File: config.mk
export PLATFORM = sky130hd
export DESIGN_NAME = gpio_port_irq
export DESIGN_NICKNAME = d
export VERILOG_FILES = /design/src/rtl/gpio_port_pkg.sv /design/src/rtl/gpio_sync.sv /design/src/rtl/gpio_pin_cell.sv /design/src/rtl/gpio_port_irq.sv
export SDC_FILE = /design/constraint.sdc
export NUM_CORES = 1
export LEC_CHECK = 0
export ABC_AREA = 1
export BUFFER_PORTS_ARGS = -buffer_cell sky130_fd_sc_hd__clkbuf_2
export CAP_MARGIN = 20
export CORE_MARGIN = 3
export CORE_UTILIZATION = 61
export DETAILED_ROUTE_END_ITERATION = 10
export PLACE_DENSITY = 0.89
export SYNTH_ARGS = -nofsm -noshare
export SYNTH_HDL_FRONTEND = slang
export SYNTH_HIERARCHICAL = 1
export SYNTH_SLANG_ARGS = --single-unit
File: constraint.sdc
create_clock -name clk -period 2.3 [get_ports clk]
set_clock_uncertainty 0.1 [all_clocks]
set_input_delay 0.345 -clock clk [delete_from_list [all_inputs] [get_ports clk]]
set_output_delay 0.345 -clock clk [all_outputs]
set_load 0.005 [all_outputs]
File: src/rtl/gpio_port_pkg.sv
`timescale 1ns/1ps
package gpio_port_pkg;

  typedef enum logic [1:0] {
    TRIG_NONE  = 2'd0,
    TRIG_LEVEL = 2'd1,
    TRIG_EDGE  = 2'd2,
    TRIG_BOTH  = 2'd3
  } trig_e;

  // Field order gives the bit positions: pin_en is bit 0, irq_en is bit 6.
  typedef struct packed {
    logic  irq_en;
    logic  dbc_en;
    logic  pol_hi;
    trig_e trig;
    logic  dir_out;
    logic  pin_en;
  } pin_cfg_t;

  localparam int CFG_W    = $bits(pin_cfg_t);
  localparam int WIN_BITS = 5;

  localparam logic [WIN_BITS-1:0] OFF_CFG  = 5'h00;
  localparam logic [WIN_BITS-1:0] OFF_DBC  = 5'h04;
  localparam logic [WIN_BITS-1:0] OFF_IN   = 5'h08;
  localparam logic [WIN_BITS-1:0] OFF_OCTL = 5'h0C;
  localparam logic [WIN_BITS-1:0] OFF_OVAL = 5'h10;
  localparam logic [WIN_BITS-1:0] OFF_CLR  = 5'h14;

endpackage

File: src/rtl/gpio_sync.sv
`timescale 1ns/1ps
module gpio_sync #(
  parameter int WIDTH  = 8,
  parameter int STAGES = 2
) (
  input  logic             clk,
  input  logic             rst,
  input  logic [WIDTH-1:0] d,
  output logic [WIDTH-1:0] q
);
  logic [STAGES-1:0][WIDTH-1:0] stg;

  always_ff @(posedge clk) begin
    if (rst) begin
      stg <= '0;
    end else begin
      stg[0] <= d;
      for (int s = 1; s < STAGES; s++) stg[s] <= stg[s-1];
    end
  end

  assign q = stg[STAGES-1];
endmodule

File: src/rtl/gpio_pin_cell.sv
`timescale 1ns/1ps
module gpio_pin_cell
  import gpio_port_pkg::*;
#(
  parameter int DATA_W = 32
) (
  input  logic              clk,
  input  logic              rst,
  input  logic              sync_in,
  input  logic              wr_cfg,
  input  logic              wr_dbc,
  input  logic              wr_octl,
  input  logic              wr_oval,
  input  logic              wr_clr,
  input  logic [DATA_W-1:0] wdata,
  output pin_cfg_t          cfg,
  output logic [DATA_W-1:0] dbc_thr,
  output logic              octl,
  output logic              oval,
  output logic              pend,
  output logic              in_view
);
  logic prev_q;
  logic hit;
  logic clr;

  always_ff @(posedge clk) begin
    if (rst) begin
      cfg     <= '0;
      dbc_thr <= '0;
      octl    <= 1'b0;
      oval    <= 1'b0;
      prev_q  <= 1'b0;
      pend    <= 1'b0;
    end else begin
      if (wr_cfg)  cfg     <= pin_cfg_t'(wdata[CFG_W-1:0]);
      if (wr_dbc)  dbc_thr <= wdata;
      if (wr_octl) octl    <= wdata[0];
      if (wr_oval) oval    <= wdata[0];
      prev_q <= sync_in;
      // Detection has priority over a clear in the same cycle.
      pend   <= (pend & ~clr) | hit;
    end
  end

  always_comb begin
    case (cfg.trig)
      TRIG_LEVEL: hit = (sync_in == cfg.pol_hi);
      TRIG_EDGE:  hit = cfg.pol_hi ? (sync_in & ~prev_q) : (~sync_in & prev_q);
      TRIG_BOTH:  hit = sync_in ^ prev_q;
      default:    hit = 1'b0;
    endcase
  end

  assign clr     = wr_clr & wdata[0];
  assign in_view = cfg.dir_out ? oval : sync_in;
endmodule

File: src/rtl/gpio_port_irq.sv
`timescale 1ns/1ps
module gpio_port_irq
  import gpio_port_pkg::*;
#(
  parameter int NPINS       = 8,
  parameter int DATA_W      = 32,
  parameter int ADDR_W      = 9,
  parameter int SYNC_STAGES = 2,
  parameter logic [ADDR_W-1:0] STATUS_ADDR = 9'h104
) (
  input  logic              clk,
  input  logic              rst,
  input  logic              bus_sel,
  input  logic              bus_wr,
  input  logic [ADDR_W-1:0] bus_addr,
  input  logic [DATA_W-1:0] bus_wdata,
  output logic [DATA_W-1:0] bus_rdata,
  input  logic [NPINS-1:0]  pad_in,
  output logic [NPINS-1:0]  pad_oe,
  output logic [NPINS-1:0]  pad_out,
  output logic              irq_out
);
  localparam int PIN_W     = (NPINS > 1) ? $clog2(NPINS) : 1;
  localparam int WIN_LIMIT = NPINS << WIN_BITS;

  logic [NPINS-1:0]    sync_q;
  pin_cfg_t            cfg_a [NPINS];
  logic [DATA_W-1:0]   thr_a [NPINS];
  logic [NPINS-1:0]    octl_v, oval_v, pend_q, view_v;
  logic [NPINS-1:0]    en_v, ie_v, dir_v, clr_v;
  logic                wr_en, rd_en, in_win;
  logic [PIN_W-1:0]    pin_sel;
  logic [WIN_BITS-1:0] off;
  logic [DATA_W-1:0]   rd_word;

  gpio_sync #(.WIDTH(NPINS), .STAGES(SYNC_STAGES)) sync_i (
    .clk(clk), .rst(rst), .d(pad_in), .q(sync_q)
  );

  assign wr_en   = bus_sel & bus_wr;
  assign rd_en   = bus_sel & ~bus_wr;
  assign in_win  = (bus_addr < ADDR_W'(WIN_LIMIT));
  assign pin_sel = bus_addr[WIN_BITS +: PIN_W];
  assign off     = bus_addr[WIN_BITS-1:0];

  for (genvar p = 0; p < NPINS; p++) begin : g_pin
    localparam logic [PIN_W-1:0] PID = PIN_W'(p);
    logic sel_p;
    assign sel_p    = wr_en & in_win & (pin_sel == PID);
    assign clr_v[p] = sel_p & (off == OFF_CLR);

    gpio_pin_cell #(.DATA_W(DATA_W)) cell_i (
      .clk     (clk),
      .rst     (rst),
      .sync_in (sync_q[p]),
      .wr_cfg  (sel_p & (off == OFF_CFG)),
      .wr_dbc  (sel_p & (off == OFF_DBC)),
      .wr_octl (sel_p & (off == OFF_OCTL)),
      .wr_oval (sel_p & (off == OFF_OVAL)),
      .wr_clr  (clr_v[p]),
      .wdata   (bus_wdata),
      .cfg     (cfg_a[p]),
      .dbc_thr (thr_a[p]),
      .octl    (octl_v[p]),
      .oval    (oval_v[p]),
      .pend    (pend_q[p]),
      .in_view (view_v[p])
    );

    assign en_v[p]  = cfg_a[p].pin_en;
    assign ie_v[p]  = cfg_a[p].irq_en;
    assign dir_v[p] = cfg_a[p].dir_out;
  end

  always_comb begin
    rd_word = '0;
    if (bus_addr == STATUS_ADDR) begin
      rd_word[NPINS-1:0] = pend_q;
    end else if (in_win) begin
      case (off)
        OFF_CFG:  rd_word[CFG_W-1:0] = cfg_a[pin_sel];
        OFF_DBC:  rd_word            = thr_a[pin_sel];
        OFF_IN:   rd_word[0]         = view_v[pin_sel];
        OFF_OCTL: rd_word[0]         = octl_v[pin_sel];
        OFF_OVAL: rd_word[0]         = oval_v[pin_sel];
        default:  rd_word            = '0;
      endcase
    end
  end

  always_ff @(posedge clk) begin
    if (rst) begin
      bus_rdata <= '0;
      pad_oe    <= '0;
      pad_out   <= '0;
      irq_out   <= 1'b0;
    end else begin
      bus_rdata <= rd_en ? rd_word : '0;
      pad_oe    <= dir_v & ~octl_v;
      pad_out   <= oval_v;
      irq_out   <= |(pend_q & en_v & ie_v);
    end
  end
endmodule

==> results.cfg, run 1 <==
[floorplanning]
die_width_um = 180
rows = 62
io_pins = 102
fp.dieArea_um2 = 32200
core_um2 = 29200
initial_core_util_pct = 63.0
dieHeight_um = 180

[final_layout]
post-route-util_pct = 68.9
n_antenna_cell = 0
syn_to_final_growth_pct = 9.39
final_common_cell = nand2_1
top_register = g_pin.cell_i/dbc_thr
largest_register_ffs = 256
fillerInstances = 2268
fin_nets = 2454
stdcell_count = 2799
drive_gt1_share_pct = 17.8
final_cell_mix = nand2_1 (755), dfxtp_1 (409), a21oi_1 (281)
reg_top3 = g_pin.cell_i/dbc_thr x256, g_pin.cell_i/cfg x56, bus_rdata x32

[grt]
grt_util_all_layers_pct = 31.3
grt_first_pass_wirelength_um = 84500
grt_max_degree = 110
grt_pass1_vias = 16700
antenna_found_initial = 0
grt_overflow = 0

[sta]
maxSlewViolCount = 0
worst_pin_slew_ns = 0.693
relSlewSlack_pct = 53.8
rsz0062_at_grt = false
finalCritPeriodShare_pct = 82.4
finalCriticalPeriod_ns = 1.90
holdWs_ns = 0.0163
fin_tns_setup_ns = 0
setup_viol = 0
hold_viol = 0
max_freq_ghz = 0.527

[synth]
yosysSeqAreaShare_pct = 44.6
yosysWarnings = 6
yosys_most_used_dff = dfxtp_1
synth_enable_flop_cells = 0
avgSynthCellArea_um2 = 7.84
syn_inst = 2342
synth_nets = 2411
synth_async_sr_flop_share_pct = 0
synth-seq-cells = 409
synthDistinctLibCells = 40
synthesis.area_um2 = 18400

[pwr]
power.switching_mw = 3.36
pwr-share-seq_pct = 49.1
vdd_ir_drop_max_mv = 0.546
total_power_mw = 14.5
power.share.clock_pct = 46.3
internal_power_mw = 11.1
comb_power_share_pct = 4.6
power_leakage_nw = 6.79
swShare_pct = 23.2
p_per_area_nw_per_um2 = 721

[worst_setup_path]
required_ns = 2.59
crit_path_max_fanout = 33
critPathKind = input pin to flip-flop
crit_path_end_kind = flip-flop
cp-start-kind = input pin
reg2reg_slack_ns = 0.70
cp.arrival_ns = 2.19

[place]
place_congestion = 0.979
port_buffers = 101
dp_hpwl_um = 31500
dp.cells = 2717

[cts]
root_buffer = clkbuf_16
clockBufferDepth = 3
htree_levels = 2
cts.sinks = 409
insertion_delay_ns = 0.55
cts_tree = built
clk_pin_slew_ns = 0.06
ctsResizeCount = 0
cts_buffers = 42

[drt]
post_drt_wl_per_cell_um = 19.1
vias_per_cell = 6.08
drcViolationCount = 0
drtPass1Iterations = 6
drtAntennaViolNets = 0
vias = 17000
totalWireLength_um = 53400
drt-initial-drc-count = 2244

[job]
maxCapViolations = 0

[worst_hold_path]
min_path_type = input pin to flip-flop

[run_status]
status = finished, final reports clean
## metal layers
layer	vias to the layer above	share of wire, %	GRT usage, %
li1	7722	-	-
met1	7974	39	40.2
met2	1109	47	51.6
met3	203	11	6.04
met4	0	3.6	13.6
met5	-	0	0
## kinds of logic (layout without fill, tap and decap cells)
kind of cell	count (synthesis)	after routing	synth area share [%]
and+or+nand+nor	1118	1118	25.7
AOI/OAI and AO/OA	516	516	17.8
DFF	409	409	44.6
buffers and inverters	267	340	9.98
adders and majority gates	16	16	1.09
muxes	16	16	0.872
## Yosys cell counts (2+ instances only)
cell / n / area [um2]
buf_12: 8 / 160
nor2_2: 5 / 31.3
ha_1: 16 / 200
buf_8: 17 / 255
mux2i_1: 16 / 160
inv_8: 8 / 90.1
nand3_1: 71 / 355
nor2_4: 3 / 33.8
o21ai_0: 10 / 50.1
nor3_1: 5 / 25.0
a21oi_1: 281 / 1410
a22oi_1: 84 / 631
nor2_1: 172 / 646
buf_4: 24 / 180
clkbuf_1: 9 / 33.8
nand2_2: 65 / 407
a21oi_2: 96 / 841
a31oi_1: 2 / 12.5
inv_1: 90 / 338
a211oi_1: 24 / 180
inv_2: 13 / 48.8
a21boi_0: 8 / 60.1
buf_6: 38 / 428
o211ai_1: 8 / 60.1
dfxtp_1: 409 / 8190
buf_2: 58 / 290
nand2_4: 16 / 180
nand4_1: 20 / 125
nand2_1: 755 / 2830
## timing repair
item,in CTS,in global routing
buffers inserted,0,0
hold buffers,8,0
hold endpoints to repair,8,0
## cell type report
cell class              count  area (um2)  area share, %
clock buffers              61        1240           6.19
multi-input cells        1666        8410           41.9
flip-flops and latches    409        8190           40.7
repair buffers            154        1170           5.83
inverters                 112         483           2.40
well taps                 384         480           2.39
clock inverters            13         115          0.573
## worst paths after layout
kind,to,depth (start not counted),from
worst min-delay path,g_pin[4].cell_i/oval,2,rst
worst max register to register,bus_rdata[0],10,sync_i/q[3]
worst min register to register,sync_i/q[3],2,sync_i/stg[3]
worst max-delay path,g_pin[0].cell_i/dbc_thr[16],8,bus_addr[6]
## power by group through the flow
stage	Clock, mW	Sequential, mW	Combinational (mW)
5_1_grt	7.02	7.11	0.691
6_report	6.71	7.11	0.666
3_3_place_gp	0	7.27	0.617
2_1_floorplan	0	7.26	0.351
3_5_place_dp	0	7.27	0.623
4_1_cts	6.73	7.11	0.637
## critical path, cell delays in order
cell and delay [ns]:
clkbuf_2 0.25, nor2_4 0.34, nand3_1 0.36, nor2_4 0.21
buf_12 0.26, inv_8 0.17, nand2_1 0.14, a21oi_1 0.08
## stage by stage
step	cell area [um2]	worst slack (ns)
2_1_floorplan	18400	0.343
6_report	20100	0.404
5_1_grt	20100	0.394
4_1_cts	20100	0.519
3_5_place_dp	18700	-0.0202
3_3_place_gp	18700	0.00555
Power figures use the tool's default switching activity.
==> run 2: changes to the inputs <==
Settings changed: CORE_UTILIZATION 61 to 55, PLACE_DENSITY 0.89 to 0.85.
Clock period 2.3 ns to 1.7 ns, I/O delays scaled along.
==> run 2 against run 1 <==
Setup slack worse by 0.29 ns. First-iteration DRC count down 6.4%. Global-route usage down 0.55 points. Register-to-register slack worse by 0.58 ns. Critical path depth up 3. Non-clock buffer count up 107. Clock power up 41%. Power up 39%. Critical path type is now flip-flop to flip-flop.
==> results.cfg, run 2 (synthesis results as in run 1) <==
[worst_setup_path]
cp.arrival_ns = 1.90
crit_path_max_fanout = 4
crit_path_end_kind = flip-flop
required_ns = 2.01
worstSetupStartpoint = sync_i/q[3]
cp-start-kind = flip-flop
critPathKind = flip-flop to flip-flop
r2r-start = sync_i/q[3]

[final_layout]
syn_to_final_growth_pct = 16.9
largest_register_ffs = 256
fin_area_um2 = 21500
final_common_cell = nand2_1
fin_nets = 2562
reg_top3 = g_pin.cell_i/dbc_thr x256, g_pin.cell_i/cfg x56, bus_rdata x32
drive_gt1_share_pct = 21.0
post-route-util_pct = 65.7
final_cell_mix = nand2_1 (751), dfxtp_1 (409), a21oi_1 (281)
n_antenna_cell = 0
top_register = g_pin.cell_i/dbc_thr

[floorplanning]
io_pins = 102
fp.dieArea_um2 = 35600
initial_core_util_pct = 56.2
rows = 66
die_width_um = 189
core_um2 = 32700
dieHeight_um = 189

[grt]
grt_max_degree = 83
antenna_found_initial = 0
grt_overflow = 0
grt_util_all_layers_pct = 30.7
grt_first_pass_wirelength_um = 89400
grt_pass1_vias = 17500

[cts]
clockBufferDepth = 3
htree_levels = 2
cts_tree = built
root_buffer = clkbuf_16
cts.sinks = 409
cts_buffers = 43
insertion_delay_ns = 0.55
clk_pin_slew_ns = 0.06

[place]
dp_hpwl_um = 35500
dp_slack_ns = -0.254
post_dp_cell_area_um2 = 19700
port_buffers = 101
place_congestion = 0.943

[pwr]
p_per_area_nw_per_um2 = 939
vdd_ir_drop_max_mv = 0.655
power_leakage_nw = 7.44
total_power_mw = 20.2

[sta]
finalWorstSetupSlack_ns = 0.116
worst_pin_slew_ns = 0.626
relSlewSlack_pct = 58.2
maxSlewViolCount = 0
finalCritPeriodShare_pct = 93.2
setup_viol = 0
max_freq_ghz = 0.631
hold_viol = 0
rsz0062_at_grt = false
finalCriticalPeriod_ns = 1.58

[drt]
vias_per_cell = 5.89
drtPass1Iterations = 6
vias = 17500
totalWireLength_um = 56100
post_drt_wl_per_cell_um = 18.9
drcViolationCount = 0
drt-initial-drc-count = 2100
drtAntennaViolNets = 0

[job]
maxCapViolations = 0

[run_status]
status = finished, final reports clean

[worst_hold_path]
min_path_type = input pin to flip-flop
min_from = rst
run 2: what timing repair did:
| item | in CTS | in global routing |
|---|---|---|
| resized for setup | 1 | 3 |
| hold endpoints to repair | 205 | 0 |
| setup buffers | 0 | 0 |
| hold buffers | 33 | 0 |
| pin swaps | 0 | 0 |
| endpoints found under the setup margin | 1 | 1 |
run 2: final cells by class:
class	count	area, um2
Timing Repair Buffer	261	2350
Sequential cell	409	8190
Clock buffer	62	1280
Clock inverter	15	153
Tap cell	442	553
Multi-Input combinational cell	1666	8470
Fill cell	2602	11200
Inverter	112	485
run 2: through the flow:
stage | std cells | TNS [ns] | hold slack, ns
3_5_place_dp | 2857 | -33.63 | 0.297
6_report | 2967 | 0 | 0.0930
5_1_grt | 2967 | 0 | 0.0922
2_1_floorplan | 2342 | 0 | 0.262
3_3_place_gp | 2857 | -24.17 | 0.290
4_1_cts | 2967 | 0 | 0.0761
run 2: power by group:
part           switching, mW  internal [mW]  leakage [nW]
Sequential            0.0148           9.61          3.30
Clock                   3.92           5.53         0.708
Combinational          0.736          0.338          3.44
run 2: per-layer routing:
metal	GRT usage [%]	part of all wire, %	routed length, um	up-vias
li1	-	-	-	7941
met3	5.38	9.1	5120	256
met4	17.6	5.4	3020	0
met5	0	0	0	-
met1	38.6	39	21700	8233
met2	50.0	47	26300	1051
run 2: path summary, 6_finish.rpt:
kind	slack (ns)	end	depth (start not counted)
setup / recovery	0.12	bus_rdata[0]	11
hold / removal	0.09	pad_oe[0]	3
setup reg to reg	0.12	bus_rdata[0]	11
hold reg to reg	0.30	sync_i/q[7]	2
run 2: worst max-delay path, cell delays in order, from the launching register on:
cell	delay, ns
dfxtp_1	0.33
inv_1	0.15
o21ai_2	0.08
buf_4	0.13
nand3_1	0.06
nand2_1	0.05
inv_1	0.05
nand3_1	0.07
nand3_1	0.09
nand3_1	0.09
o21bai_2	0.18
a21oi_1	0.08
